**src/rtl/rdag_pkg.sv**
```systemverilog
package rdag_pkg;

  typedef enum logic [1:0] {
    INC_BYTE = 2'd0,
    INC_HALF = 2'd1,
    INC_WORD = 2'd2,
    INC_HOLD = 2'd3
  } inc_code_e;

  localparam int unsigned NUM_SIDES = 2;
  localparam int unsigned SIDE_SRC  = 0;
  localparam int unsigned SIDE_DST  = 1;

  function automatic logic [2:0] inc_bytes(inc_code_e code);
    case (code)
      INC_BYTE: inc_bytes = 3'd1;
      INC_HALF: inc_bytes = 3'd2;
      INC_WORD: inc_bytes = 3'd4;
      default:  inc_bytes = 3'd0;
    endcase
  endfunction

endpackage

```
**src/rtl/rdag_side.sv**
```systemverilog
module rdag_side
  import rdag_pkg::*;
#(
  parameter int unsigned ADDR_W   = 32,
  parameter int unsigned STRIDE_W = 16
) (
  input  logic                clk,
  input  logic                rst_n,
  input  logic                load,
  input  logic [ADDR_W-1:0]   base,
  input  logic [1:0]          inc_code,
  input  logic [STRIDE_W-1:0] stride,
  input  logic                step,
  input  logic                next_line,
  output logic [ADDR_W-1:0]   addr
);

  localparam int unsigned PAD_INC = ADDR_W - 3;
  localparam int unsigned PAD_STR = ADDR_W - STRIDE_W;

  logic [ADDR_W-1:0]   cur_q;
  logic [ADDR_W-1:0]   line_start_q;
  inc_code_e           inc_q;
  logic [STRIDE_W-1:0] stride_q;
  logic [ADDR_W-1:0]   inc_ext;
  logic [ADDR_W-1:0]   stride_ext;
  logic [ADDR_W-1:0]   next_start;

  assign inc_ext    = {{PAD_INC{1'b0}}, inc_bytes(inc_q)};
  assign stride_ext = {{PAD_STR{1'b0}}, stride_q};
  assign next_start = line_start_q + stride_ext;

  always_ff @(posedge clk or negedge rst_n) begin
    if (!rst_n) begin
      cur_q        <= '0;
      line_start_q <= '0;
      inc_q        <= INC_BYTE;
      stride_q     <= '0;
    end else if (load) begin
      cur_q        <= base;
      line_start_q <= base;
      inc_q        <= inc_code_e'(inc_code);
      stride_q     <= stride;
    end else if (next_line) begin
      cur_q        <= next_start;
      line_start_q <= next_start;
    end else if (step) begin
      cur_q        <= cur_q + inc_ext;
    end
  end

  assign addr = cur_q;

endmodule

```
**src/rtl/rdag_counter.sv**
```systemverilog
module rdag_counter #(
  parameter int unsigned CNT_W  = 10,
  parameter int unsigned LINE_W = 10
) (
  input  logic              clk,
  input  logic              rst_n,
  input  logic              load,
  input  logic [CNT_W-1:0]  count_m1,
  input  logic              rect_en,
  input  logic [LINE_W-1:0] lines_m1,
  input  logic              fire,
  output logic              line_end,
  output logic              block_end,
  output logic              step,
  output logic              next_line
);

  logic [CNT_W-1:0]  xfer_left_q;
  logic [CNT_W-1:0]  reload_q;
  logic [LINE_W-1:0] lines_left_q;

  assign line_end  = (xfer_left_q == '0);
  assign block_end = line_end && (lines_left_q == '0);
  assign step      = fire && !line_end;
  assign next_line = fire && line_end && !block_end;

  always_ff @(posedge clk or negedge rst_n) begin
    if (!rst_n) begin
      xfer_left_q  <= '0;
      reload_q     <= '0;
      lines_left_q <= '0;
    end else if (load) begin
      xfer_left_q  <= count_m1;
      reload_q     <= count_m1;
      lines_left_q <= rect_en ? lines_m1 : '0;
    end else if (step) begin
      xfer_left_q  <= xfer_left_q - 1'b1;
    end else if (next_line) begin
      xfer_left_q  <= reload_q;
      lines_left_q <= lines_left_q - 1'b1;
    end
  end

endmodule

```
**src/rtl/rdag_top.sv**
```systemverilog
module rdag_top
  import rdag_pkg::*;
#(
  parameter int unsigned ADDR_W   = 32,
  parameter int unsigned CNT_W    = 10,
  parameter int unsigned LINE_W   = 10,
  parameter int unsigned STRIDE_W = 16
) (
  input  logic                clk,
  input  logic                rst_n,
  input  logic                start,
  input  logic [ADDR_W-1:0]   cfg_src_base,
  input  logic [ADDR_W-1:0]   cfg_dst_base,
  input  logic [1:0]          cfg_size,
  input  logic [1:0]          cfg_src_inc,
  input  logic [1:0]          cfg_dst_inc,
  input  logic [CNT_W-1:0]    cfg_count_m1,
  input  logic                cfg_rect_en,
  input  logic [LINE_W-1:0]   cfg_lines_m1,
  input  logic [STRIDE_W-1:0] cfg_src_stride,
  input  logic [STRIDE_W-1:0] cfg_dst_stride,
  output logic                out_valid,
  input  logic                out_ready,
  output logic [ADDR_W-1:0]   src_addr,
  output logic [ADDR_W-1:0]   dst_addr,
  output logic [1:0]          size_code,
  output logic                line_last,
  output logic                block_last
);

  logic valid_q;
  logic [1:0] size_q;
  logic load, fire;
  logic line_end, block_end, step, next_line;

  logic [NUM_SIDES-1:0][ADDR_W-1:0]   side_base;
  logic [NUM_SIDES-1:0][1:0]          side_inc;
  logic [NUM_SIDES-1:0][STRIDE_W-1:0] side_stride;
  logic [NUM_SIDES-1:0][ADDR_W-1:0]   side_addr;

  assign load = start && !valid_q;
  assign fire = valid_q && out_ready;

  assign side_base[SIDE_SRC]   = cfg_src_base;
  assign side_base[SIDE_DST]   = cfg_dst_base;
  assign side_inc[SIDE_SRC]    = cfg_src_inc;
  assign side_inc[SIDE_DST]    = cfg_dst_inc;
  assign side_stride[SIDE_SRC] = cfg_src_stride;
  assign side_stride[SIDE_DST] = cfg_dst_stride;

  always_ff @(posedge clk or negedge rst_n) begin
    if (!rst_n) begin
      valid_q <= 1'b0;
      size_q  <= 2'd0;
    end else if (load) begin
      valid_q <= 1'b1;
      size_q  <= cfg_size;
    end else if (fire && block_end) begin
      valid_q <= 1'b0;
    end
  end

  rdag_counter #(
    .CNT_W (CNT_W),
    .LINE_W(LINE_W)
  ) u_counter (
    .clk      (clk),
    .rst_n    (rst_n),
    .load     (load),
    .count_m1 (cfg_count_m1),
    .rect_en  (cfg_rect_en),
    .lines_m1 (cfg_lines_m1),
    .fire     (fire),
    .line_end (line_end),
    .block_end(block_end),
    .step     (step),
    .next_line(next_line)
  );

  for (genvar g = 0; g < NUM_SIDES; g++) begin : g_side
    rdag_side #(
      .ADDR_W  (ADDR_W),
      .STRIDE_W(STRIDE_W)
    ) u_side (
      .clk      (clk),
      .rst_n    (rst_n),
      .load     (load),
      .base     (side_base[g]),
      .inc_code (side_inc[g]),
      .stride   (side_stride[g]),
      .step     (step),
      .next_line(next_line),
      .addr     (side_addr[g])
    );
  end

  assign out_valid  = valid_q;
  assign src_addr   = side_addr[SIDE_SRC];
  assign dst_addr   = side_addr[SIDE_DST];
  assign size_code  = size_q;
  assign line_last  = valid_q && line_end;
  assign block_last = valid_q && block_end;

endmodule

```
**config.mk**
```make
export PLATFORM = sky130hd
export DESIGN_NAME = rdag_top
export DESIGN_NICKNAME = d
export VERILOG_FILES = /design/src/rtl/rdag_pkg.sv /design/src/rtl/rdag_side.sv /design/src/rtl/rdag_counter.sv /design/src/rtl/rdag_top.sv
export SDC_FILE = /design/constraint.sdc
export NUM_CORES = 1
export LEC_CHECK = 0
export ABC_CLOCK_PERIOD_IN_PS = 5400
export BUFFER_PORTS_ARGS = -buffer_cell sky130_fd_sc_hd__buf_2
export CAP_MARGIN = 20
export CORE_UTILIZATION = 60
export DETAILED_ROUTE_END_ITERATION = 10
export PLACE_DENSITY = 0.84
export SLEW_MARGIN = 20
export SYNTH_ARGS = -nofsm -noshare
export SYNTH_HDL_FRONTEND = slang
export SYNTH_SLANG_ARGS = --single-unit
```
**constraint.sdc**
```tcl
create_clock -name clk -period 5.4 [get_ports clk]
set_input_delay 1.08 -clock clk [delete_from_list [all_inputs] [get_ports clk]]
set_output_delay 1.08 -clock clk [all_outputs]
set_load 0.01 [all_outputs]
```
==> results.sh <==
export IMPL_fin_util_pct=70.1
export IMPL_yosys_area_share_adder_pct=4.87
export IMPL_timing_rr_start="g_side[1].u_side.stride_q[0]"
export IMPL_first_pass_iters=6
export IMPL_p_per_area_nw_per_um2=329
export IMPL_muxShareOfSynthArea_pct=0.0840
export IMPL_cts_max_level=4
export IMPL_rrSetupSlack_ns=1.90
export IMPL_antenna_cells=0
export IMPL_cts_hold_buf=0
export IMPL_whs_path_depth=2
export IMPL_r2r_cells=10
export IMPL_setup_violations=0
export IMPL_die_area_um2=20400
export IMPL_finalHoldViolations=0
export IMPL_synth_compound_area_share_pct=22.2
export IMPL_synth_edf_count=0
export IMPL_cpMaxStageDelayCell="a31oi_1"
export IMPL_grt_max_degree=108
export IMPL_start_util_pct=61.2
export IMPL_ys_ff_latch=197
export IMPL_yosysWarnings=0
export IMPL_relSlewSlack_pct=37.2
export IMPL_cpMostUsedCell="nor2_1"
export IMPL_cp_end_kind="register"
export IMPL_holdCritPathClass="register to register"
export IMPL_holdCritStartpoint="u_counter.reload_q[9]"
export IMPL_ctsResizeCount=0
export IMPL_slew_violations=0
export IMPL_grt_use_total_pct=34.3
export IMPL_rows=51
export IMPL_synth_cells=1404
export IMPL_reg2reg_to="g_side[1].u_side.line_start_q[20]"
export IMPL_ioPinCount=196
export IMPL_grt_first_pass_wirelength_um=54600
export IMPL_min_to="u_counter.reload_q[9]"
export IMPL_status="complete, no violations"
export IMPL_critPathTopFamily="compound AO/OA/AOI/OAI gates"
export IMPL_die_w_um=143
export IMPL_synthToLayoutAreaGrowth_pct=14.4
export IMPL_cap_violations=0
export IMPL_place_congestion=0.950
export IMPL_cts_tree="built"
export IMPL_clock_sinks=197
export IMPL_rsz0062_at_grt="false"
export IMPL_total_leakage_power_nw=6.48
export IMPL_synth_simple_area_share_pct=22.0
export IMPL_synthDistinctLibCells=69
export IMPL_layout_common_cells="nand2_1 (302), dfrtp_1 (197), buf_2 (194)"
export IMPL_worst_pin_slew_ns=0.942
export IMPL_start_kind="register"
export IMPL_drt_iter0_markers=1065
export IMPL_drc=0
export IMPL_core_area_um2=19500
export IMPL_clkLatencyLatePin_ns=0.44
export IMPL_fillCellCount=1542
export IMPL_dp_hpwl_um=23700
export IMPL_cts_clk_slew_worst_paths_ns=0.07
export IMPL_antenna_found_initial=0
export IMPL_crit_chain="ha_1, fa_1, a21o_1, a221oi_1, o31ai_1, a31oi_1, nor2_1, xnor2_1, nor2_1, a211o_1"
export IMPL_max_stage_delay_ns=0.59
export IMPL_final_common_cell="nand2_1"
export IMPL_ant_nets=0
export IMPL_port_buffers=195
export IMPL_finClkSkew_ns=0.0168
export IMPL_drive_above_1_share_pct=16.6
export IMPL_synth_seq_area_share_pct=41.4
export IMPL_cp_max_fo=6
export IMPL_viasPerCell=6.25
export IMPL_fmax_mhz=286
export IMPL_final_nets=1734
export IMPL_critPathKind="register to register"
export IMPL_cts_buffers=17
export IMPL_cts_setup_buffers=0
export IMPL_syn_nets=1575
export IMPL_routedWlPerCell_um=18.7
export IMPL_clk_path_buf_depth=2
export IMPL_grt_overflow=0
export IMPL_chipHeight_um=143
export IMPL_tns_ns=0
export IMPL_crit_buf_inv=0
export IMPL_synth_ff_type="dfrtp_1"
export IMPL_synthXorXnorAreaFrac_pct=6.03
export IMPL_vias=11500
export IMPL_async_flop_share_pct=100
export IMPL_wirelength_um=34400
export IMPL_grt_pass1_vias=11100
export IMPL_vdd_drop_max_v=0.000245
export IMPL_syn_area_um2=11900
export IMPL_worstPathArrival_ns=3.82
export IMPL_period_share_pct=64.9
export IMPL_syn_area_per_cell_um2=8.49
export IMPL_root_buffer="clkbuf_16"
export IMPL_synth_top_family_by_area="compound AO/OA/AOI/OAI gates"
export IMPL_cp_data_required_time_ns=5.72
export IMPL_min_period_ns=3.50
cells by family after synthesis:
kind of cell	after synthesis
AND/OR/NAND/NOR	586
AO/OA/AOI/OAI	399
flip-flops	197
buffers and inverters	95
XOR/XNOR	82
adder cells (fa/ha/maj)	44
multiplexers	1
synthesized netlist by cell type, types with 7 or more instances:
master	count	area, um^2
nand3_1	60	300
o211ai_1	12	90.1
a221o_1	24	240
o21ai_0	84	420
o21a_1	18	135
buf_1	9	33.8
or3_1	7	43.8
o31ai_1	7	52.6
inv_1	26	97.6
nor3_1	25	125
o22a_1	7	61.3
a21o_1	25	188
a22o_1	8	70.1
a31oi_1	21	131
xnor2_1	48	420
clkbuf_1	40	150
and3_1	18	113
a211oi_1	9	67.6
nor4_1	10	62.6
and2_1	13	81.3
ha_1	40	500
xor2_1	34	298
a21oi_1	103	515
dfrtp_1	197	4930
nand2b_1	9	56.3
nor2b_1	8	50.1
nor2_1	91	342
nand4_1	16	100
buf_2	15	75.1
a22oi_1	28	210
nand2_1	302	1130
worst min-delay path, cell delays in order (launching register included):
cell and delay, ns:
dfrtp_1 0.34, nand2_1 0.05, nand2_1 0.06
power breakdown:
| group | switching (mW) | internal [mW] |
|---|---|---|
| combinational | 0.675 | 0.521 |
| sequential | 0.263 | 1.71 |
| clock | 0.594 | 0.726 |
layer usage:
metal  vias to the layer above  track usage [%]  part of all wire, %  wire length, um
met5                         -                0                    0                0
met4                         0             17.4                  4.2             1440
met3                       100             6.17                  8.3             2860
met2                       583             56.8                   48            16500
met1                      5466             43.1                   39            13600
li1                       5344                -                    -                -
stage by stage:
step / total power, mW / setup slack [ns] / area (um^2) / hold WS [ns] / std cells
final: 4.49 / 1.90 / 13600 / 0.482 / 1838
after global routing: 4.70 / 1.52 / 13600 / 0.507 / 1838
after CTS: 4.46 / 1.93 / 13600 / 0.483 / 1838
after detailed placement: 3.15 / 1.87 / 13100 / 0.465 / 1809
after global placement: 3.10 / 1.97 / 13100 / 0.459 / 1809
after floorplan: 2.72 / 2.50 / 11900 / 0.433 / 1404
layout make-up:
| class | count | area (um^2) | share of cell area, % |
|---|---|---|---|
| clock buffer | 18 | 429 | 3.15 |
| sequential | 197 | 4930 | 36.2 |
| inverter | 26 | 97.6 | 0.716 |
| multi-input combinational | 1112 | 6590 | 48.3 |
| clock inverter | 11 | 154 | 1.13 |
| tap | 265 | 332 | 2.43 |
| timing repair buffer | 209 | 1100 | 8.08 |
worst max-delay path by stage:
stage,start,end,depth (start not counted)
final,g_side[1].u_side.stride_q[0],g_side[1].u_side.line_start_q[20],10
after global routing,g_side[1].u_side.stride_q[4],g_side[1].u_side.addr[17],9
after CTS,g_side[1].u_side.stride_q[4],g_side[1].u_side.addr[25],9
after detailed placement,out_ready,g_side[0].u_side.addr[26],7
after global placement,out_ready,g_side[0].u_side.addr[26],7
after floorplan,g_side[1].u_side.stride_q[0],g_side[1].u_side.line_start_q[20],10
state kept, by name, indices dropped and copies added, names as in the netlist:
register / cells
g_side.u_side.addr: 64
size_code: 2
g_side.u_side.stride_q: 32
u_counter.reload_q: 10
g_side.u_side.inc_q: 4
u_counter.xfer_left_q: 10
g_side.u_side.line_start_q: 64
out_valid: 1
u_counter.lines_left_q: 10
(Power assumes the default switching activity.)
